--- config.mk ---
export PLATFORM = sky130hd
export DESIGN_NAME = icu_cmd_port
export DESIGN_NICKNAME = d
export VERILOG_FILES = /design/src/rtl/icu_cmd_pkg.sv /design/src/rtl/icu_prio_pick.sv /design/src/rtl/icu_init_seq.sv /design/src/rtl/icu_cmd_port.sv
export SDC_FILE = /design/constraint.sdc
export NUM_CORES = 1
export LEC_CHECK = 0
export ABC_AREA = 1
export BUFFER_PORTS_ARGS = -buffer_cell sky130_fd_sc_hd__buf_2
export CAP_MARGIN = 20
export CORE_MARGIN = 4
export CORE_UTILIZATION = 28
export CTS_CLUSTER_DIAMETER = 100
export DETAILED_ROUTE_END_ITERATION = 8
export PLACE_DENSITY_LB_ADDON = 0.05
export SLEW_MARGIN = 20
export SYNTH_ARGS = -nofsm -noshare
export SYNTH_HDL_FRONTEND = slang
export SYNTH_SLANG_ARGS = --single-unit
--- constraint.sdc ---
create_clock -name clk -period 6.5 [get_ports clk]
set_input_delay 1.3 -clock clk [delete_from_list [all_inputs] [get_ports clk]]
set_output_delay 1.3 -clock clk [all_outputs]
set_load 0.005 [all_outputs]
--- src/rtl/icu_cmd_pkg.sv ---
package icu_cmd_pkg;
    localparam int DW = 8;

    typedef enum logic [1:0] {
        ST_READY     = 2'd0,
        ST_WAIT_BASE = 2'd1,
        ST_WAIT_CASC = 2'd2,
        ST_WAIT_MODE = 2'd3
    } init_st_e;

    typedef enum logic [2:0] {
        CMD_ROT_CLR      = 3'd0,
        CMD_EOI          = 3'd1,
        CMD_NOP          = 3'd2,
        CMD_EOI_SPEC     = 3'd3,
        CMD_ROT_SET      = 3'd4,
        CMD_EOI_ROT      = 3'd5,
        CMD_SET_PRIO     = 3'd6,
        CMD_EOI_SPEC_ROT = 3'd7
    } cmd_e;
endpackage

--- src/rtl/icu_prio_pick.sv ---
module icu_prio_pick #(
    parameter int LINES = 8,
    localparam int LW = $clog2(LINES)
) (
    input  logic [LINES-1:0] vec,
    input  logic [LW-1:0]    base,
    output logic             found,
    output logic [LW-1:0]    line,
    output logic [LW-1:0]    rank
);
    logic [LW-1:0] idx;

    // scan from base upward, wrapping, first set bit wins
    always_comb begin
        found = 1'b0;
        line  = '0;
        rank  = '0;
        idx   = '0;
        for (int i = 0; i < LINES; i++) begin
            idx = base + LW'(i);
            if (!found && vec[idx]) begin
                found = 1'b1;
                line  = idx;
                rank  = LW'(i);
            end
        end
    end
endmodule

--- src/rtl/icu_init_seq.sv ---
module icu_init_seq
    import icu_cmd_pkg::*;
(
    input  logic     clk,
    input  logic     rst_n,
    input  logic     start,
    input  logic     need_mode,
    input  logic     wr_hi,
    output init_st_e state,
    output logic     ld_base,
    output logic     ld_mode
);
    init_st_e nxt;
    logic     mode_exp;

    always_ff @(posedge clk) begin
        if (!rst_n) begin
            state    <= ST_READY;
            mode_exp <= 1'b0;
        end else begin
            state <= nxt;
            if (start) mode_exp <= need_mode;
        end
    end

    always_comb begin
        nxt     = state;
        ld_base = 1'b0;
        ld_mode = 1'b0;
        if (start) begin
            nxt = ST_WAIT_BASE;
        end else if (wr_hi) begin
            unique case (state)
                ST_READY:     nxt = ST_READY;
                ST_WAIT_BASE: begin
                    ld_base = 1'b1;
                    nxt     = ST_WAIT_CASC;
                end
                ST_WAIT_CASC: nxt = mode_exp ? ST_WAIT_MODE : ST_READY;
                ST_WAIT_MODE: begin
                    ld_mode = 1'b1;
                    nxt     = ST_READY;
                end
            endcase
        end
    end

    assert_base_to_casc_R2: assert property (@(posedge clk) disable iff (!rst_n)
        ld_base |=> state == ST_WAIT_CASC);
    assert_mode_to_ready_R4: assert property (@(posedge clk) disable iff (!rst_n)
        ld_mode |=> state == ST_READY);
    assert_start_to_base_R1: assert property (@(posedge clk) disable iff (!rst_n)
        start |=> state == ST_WAIT_BASE);
endmodule

--- src/rtl/icu_cmd_port.sv ---
module icu_cmd_port
    import icu_cmd_pkg::*;
#(
    parameter int LINES = 8,
    localparam int LW = $clog2(LINES),
    localparam int BW = DW - LW
) (
    input  logic             clk,
    input  logic             rst_n,
    input  logic             addr,
    input  logic             wr_en,
    input  logic [DW-1:0]    wr_data,
    input  logic             rd_en,
    input  logic [LINES-1:0] req_vec,
    input  logic [LINES-1:0] svc_vec,
    output logic [DW-1:0]    rd_data,
    output logic [LINES-1:0] mask_q,
    output logic [BW-1:0]    vec_base,
    output logic [LW-1:0]    rot_base,
    output logic [LINES-1:0] svc_clr,
    output logic             init_clr,
    output logic             auto_eoi,
    output logic             rot_on_aeoi,
    output logic             nested,
    output logic             special_mask,
    output logic             poll_pend,
    output logic             read_svc,
    output logic             cfg_ready
);
    logic     wr_lo, wr_hi, is_init, is_ctl, is_cmd, poll_take;
    cmd_e     cmd;
    logic [LW-1:0] sel_line;
    init_st_e st;
    logic     ld_base, ld_mode;

    logic          s_found, r_found;
    logic [LW-1:0] s_line, s_rank, r_line, r_rank;
    logic          poll_hit;
    logic [DW-1:0] poll_byte;

    logic          rb_ld, rae_ld;
    logic [LW-1:0] rb_val;

    assign wr_lo    = wr_en & ~addr;
    assign wr_hi    = wr_en & addr;
    assign is_init  = wr_lo & wr_data[4];
    assign is_ctl   = wr_lo & ~wr_data[4] & wr_data[3];
    assign is_cmd   = wr_lo & ~wr_data[4] & ~wr_data[3];
    assign cmd      = cmd_e'(wr_data[7:5]);
    assign sel_line = wr_data[LW-1:0];
    assign init_clr = is_init;
    assign cfg_ready = (st == ST_READY);

    icu_init_seq u_seq (
        .clk       (clk),
        .rst_n     (rst_n),
        .start     (is_init),
        .need_mode (wr_data[0]),
        .wr_hi     (wr_hi),
        .state     (st),
        .ld_base   (ld_base),
        .ld_mode   (ld_mode)
    );

    icu_prio_pick #(.LINES(LINES)) u_svc_pick (
        .vec   (svc_vec),
        .base  (rot_base),
        .found (s_found),
        .line  (s_line),
        .rank  (s_rank)
    );

    icu_prio_pick #(.LINES(LINES)) u_req_pick (
        .vec   (req_vec & ~mask_q),
        .base  (rot_base),
        .found (r_found),
        .line  (r_line),
        .rank  (r_rank)
    );

    // command decode: clear strobes and rotation updates
    always_comb begin
        svc_clr = '0;
        rb_ld   = 1'b0;
        rb_val  = rot_base;
        rae_ld  = 1'b0;
        if (is_cmd) begin
            unique case (cmd)
                CMD_ROT_CLR, CMD_ROT_SET: rae_ld = 1'b1;
                CMD_EOI, CMD_EOI_ROT: begin
                    if (s_found) begin
                        svc_clr = LINES'(1) << s_line;
                        if (cmd == CMD_EOI_ROT) begin
                            rb_ld  = 1'b1;
                            rb_val = s_line + LW'(1);
                        end
                    end
                end
                CMD_EOI_SPEC: svc_clr = LINES'(1) << sel_line;
                CMD_EOI_SPEC_ROT: begin
                    svc_clr = LINES'(1) << sel_line;
                    rb_ld   = 1'b1;
                    rb_val  = sel_line + LW'(1);
                end
                CMD_SET_PRIO: begin
                    rb_ld  = 1'b1;
                    rb_val = sel_line + LW'(1);
                end
                CMD_NOP: ;
            endcase
        end
    end

    assign poll_hit  = r_found && (!s_found || (r_rank < s_rank));
    assign poll_byte = poll_hit ? {{BW{1'b0}}, r_line} : DW'(7);
    assign poll_take = rd_en & ~addr & poll_pend;

    always_comb begin
        if (addr)           rd_data = mask_q;
        else if (poll_pend) rd_data = poll_byte;
        else if (read_svc)  rd_data = svc_vec;
        else                rd_data = req_vec;
    end

    always_ff @(posedge clk) begin
        if (!rst_n || is_init) begin
            mask_q       <= '0;
            vec_base     <= '0;
            rot_base     <= '0;
            rot_on_aeoi  <= 1'b0;
            auto_eoi     <= 1'b0;
            nested       <= 1'b0;
            special_mask <= 1'b0;
            poll_pend    <= 1'b0;
            read_svc     <= 1'b0;
        end else begin
            if (poll_take) poll_pend <= 1'b0;
            if (is_ctl) begin
                if (wr_data[2]) poll_pend    <= 1'b1;
                if (wr_data[1]) read_svc     <= wr_data[0];
                if (wr_data[6]) special_mask <= wr_data[5];
            end
            if (rae_ld) rot_on_aeoi <= wr_data[7];
            if (rb_ld)  rot_base    <= rb_val;
            if (ld_base) vec_base   <= wr_data[DW-1:LW];
            if (ld_mode) begin
                nested   <= wr_data[4];
                auto_eoi <= wr_data[1];
            end
            if (wr_hi && st == ST_READY) mask_q <= wr_data;
        end
    end

    assert_init_clears_R1: assert property (@(posedge clk) disable iff (!rst_n)
        is_init |=> (mask_q == '0 && rot_base == '0 && !cfg_ready && !poll_pend));
    assert_mask_hold_R5: assert property (@(posedge clk) disable iff (!rst_n)
        !wr_en |=> $stable(mask_q));
    assert_clr_from_cmd_R8: assert property (@(posedge clk) disable iff (!rst_n)
        (svc_clr != '0) |-> (wr_en && !addr && !wr_data[4] && !wr_data[3]));
    assert_clr_onehot_R9: assert property (@(posedge clk) disable iff (!rst_n)
        $onehot0(svc_clr));
    assert_poll_clear_R11: assert property (@(posedge clk) disable iff (!rst_n)
        (poll_take && !wr_en) |=> !poll_pend);
    assert_prio_only_rotation_R10: assert property (@(posedge clk) disable iff (!rst_n)
        (!wr_en) |=> $stable(rot_base));
endmodule

==> flow_metrics.tcl <==
set metrics [dict create \
    path_class "register to output port" \
    gp_congestion 0.8276 \
    crit_path_end_kind "output port" \
    worstHoldPathCells 2 \
    drive_gt1_share_pct 15.99 \
    totalWireLength_mm 10.23 \
    whs_endpoint "nested" \
    maxCapViolations 0 \
    outcome "completed" \
    multi_input_area_mm2 0.002034 \
    synth_edf_count 0 \
    power.leakage_uw 0.001595 \
    min_path_type "register to register" \
    drt_first_pass_iters 5 \
    numPortBuffers 68 \
    viasPerCell 5.001 \
    numCtsBuffers 3 \
    synthDistinctLibCells 36 \
    r2r_start "rot_base[0]" \
    grt_max_degree 23 \
    ys_async_sr_fraction_pct 0 \
    hold_viol 0 \
    critPathMaxFanout 22 \
    nFillCells 1141 \
    critical-path-max-stage-delay_ns 0.71 \
    period_needed_ns 5.436 \
    tightest_slew_ns 0.7884 \
    clk_pin_slew_worst_paths_ns 0.09 \
    r2r_slack_ns 2.55 \
    cpMostUsedCell "nand2_1" \
    cp.required_ns 5.20 \
    power.density_mw_per_mm2 128.4 \
    ys_warn_count 0 \
    fin_total_pwr_uw 422.4 \
    setup_ws_ns 1.064 \
    wl_per_cell_um 14.57 \
    slew_violations 0 \
    syn-instance-count 511 \
    vdd_drop_max_mv 0.08631 \
    skew_ns 0.003438 \
    mostFrequentLayoutCell "nand2_1" \
    drc_errors 0 \
    grt_setup_unrepaired "false" \
    cpMaxStageDelayCell "ha_1" \
    final.setup.tns_ns 0 \
    utilization_pct 33.65 \
    nets 608 \
    final_cell_mix "nand2_1, nand3_1, buf_2, nor2_1, a21oi_1" \
    yosys.area.top_type "nand2_1" \
    place_ws_ns 1.345 \
    yosysSeqAreaShare_pct 17.86 \
    die_w_um 108.0 \
    start_kind "register" \
    clk_path_buf_depth 2 \
    diodes 0 \
    grt_pass1_wl_mm 16.80 \
    num_vias 3511 \
    ant_nets 0 \
    gr-usage-all-layers_pct 17.79 \
    pin_count 69 \
    overflow 0 \
    drt-initial-drc-count 165 \
    ctsResizeCount 0 \
    synth.avg_cell_area_um2 5.485 \
    worstPathCellList "buf_4, inv_2, ha_1, inv_2, nand3_1, nand2_1, o21ai_0, nor2_4, o21ai_0, nand3_1, inv_1, ha_1, nand2_1, inv_1, nand2_1, nand2_1, nand2_1, nand3_1, nand2_1, nand2_1, buf_2" \
    ctsRootBufferMaster "clkbuf_8" \
    netlist_area_mm2 0.002803 \
    cp.arrival_ns 4.14 \
    postCtsSetupBuffers 0 \
    ys.flop_type "dfxtp_1" \
    clock_latency_ns 0.27 \
    final-seq-area_um2 500.5 \
    dieArea_mm2 0.01167 \
    area.growth.synth_to_final_pct 17.37 \
    fp-row-count 36 \
    grt_antenna_before_repair 0 \
    cts_hold_buf 0 \
    yosysTopAreaCellShare_pct 20.09 \
    start_util_pct 28.67 \
    synth_area_leaders "nand2_1, dfxtp_1, nand3_1, a21oi_1, nor2_1" \
    cts_tree "built" \
    fp.dieH_um 108.0 \
    relSlewSlack_pct 47.37 \
    setup_violations 0 \
    cts_num_sinks 25 \
    min_from "nested" \
    hpwl_mm 8.261 \
    period_share_pct 83.63 \
    cts-htree-levels 1 \
    worst_r2r_path_depth 19 \
    syn_nets 549 \
    r2r_end "rot_base[2]" \
    grt_pass1_vias 3446 \
    synth_seq_cells 25 \
    core_area_mm2 0.009774 \
    max_freq_mhz 184.0 \
]
## cell usage after synthesis (4+ instances only)
cell / instances
nand2_1: 150
nand3_1: 99
nor2_1: 52
a21oi_1: 44
inv_1: 42
dfxtp_1: 25
o21ai_0: 22
ha_1: 9
clkbuf_1: 8
inv_2: 6
o22ai_1: 5
buf_2: 4
nand4_1: 4
nor2_2: 4
o21bai_1: 4
## state kept, by name (all words and copies together), names as in the netlist
signal and cells:
rot_on_aeoi 1, special_mask 1, poll_pend 1, auto_eoi 1, u_seq.state 2, u_seq.mode_exp 1, nested 1, rot_base 3
vec_base 5, read_svc 1, mask_q 8
## worst max path at each step
| stage | from | to | slack (ns) |
|---|---|---|---|
| final | rot_base[0] | rd_data[2] | 1.06 |
| after global placement | rot_base[0] | rd_data[0] | 1.37 |
| after detailed placement | rot_base[0] | rd_data[0] | 1.34 |
| after floorplan | svc_vec[7] | rd_data[0] | 2.13 |
| after global routing | rot_base[0] | rd_data[2] | 0.65 |
| after CTS | rot_base[0] | rd_data[2] | 1.02 |
## where the power goes
group | total, µW | switching, µW | internal [µW]
clock network | 91.9 | 48.0 | 43.8
registers | 163 | 4.70 | 159
logic | 167 | 112 | 55.5
total | 422 | 164 | 258
## through the flow
stage / instances / hold slack, ns / area (µm²)
after global placement: 698 / 0.4480 / 3244
final: 702 / 0.4605 / 3289
after CTS: 702 / 0.4677 / 3289
after floorplan: 511 / 0.4554 / 2803
after global routing: 702 / 0.4904 / 3289
after detailed placement: 698 / 0.4521 / 3244
## worst max-delay path, delay by kind of cell (launching register included)
family	cells	cell delay [ns]
flip-flops	1	0.31
AND/OR/NAND/NOR	11	1.00
AO/OA/AOI/OAI	2	0.65
buffers and inverters	6	0.96
adder cells (fa/ha/maj)	2	0.93
## metal layers
| layer | up-vias | share of wire [%] | global-route usage (%) |
|---|---|---|---|
| met2 | 83 | 50 | 32.90 |
| met4 | 0 | 1.1 | 3.427 |
| li1 | 1810 | - | - |
| met1 | 1609 | 44 | 22.23 |
| met3 | 9 | 4.7 | 2.030 |
| met5 | - | 0 | 0 |
## cell type report
cell class / count / area share, %
Inverter: 50 / 5.706
Clock buffer: 4 / 1.369
Tap cell: 133 / 5.059
Multi-Input combinational cell: 420 / 61.85
Timing Repair Buffer: 70 / 10.80
Sequential cell: 25 / 15.21
## kinds of logic after synthesis
family / synth area share, %
AND/OR/NAND/NOR: 49.73
AO/OA/AOI/OAI: 16.65
buffers and inverters: 9.553
flip-flops: 17.86
XOR/XNOR: 2.188
adder cells (fa/ha/maj): 4.018
Note: power is estimated with default switching activity, not from simulation.
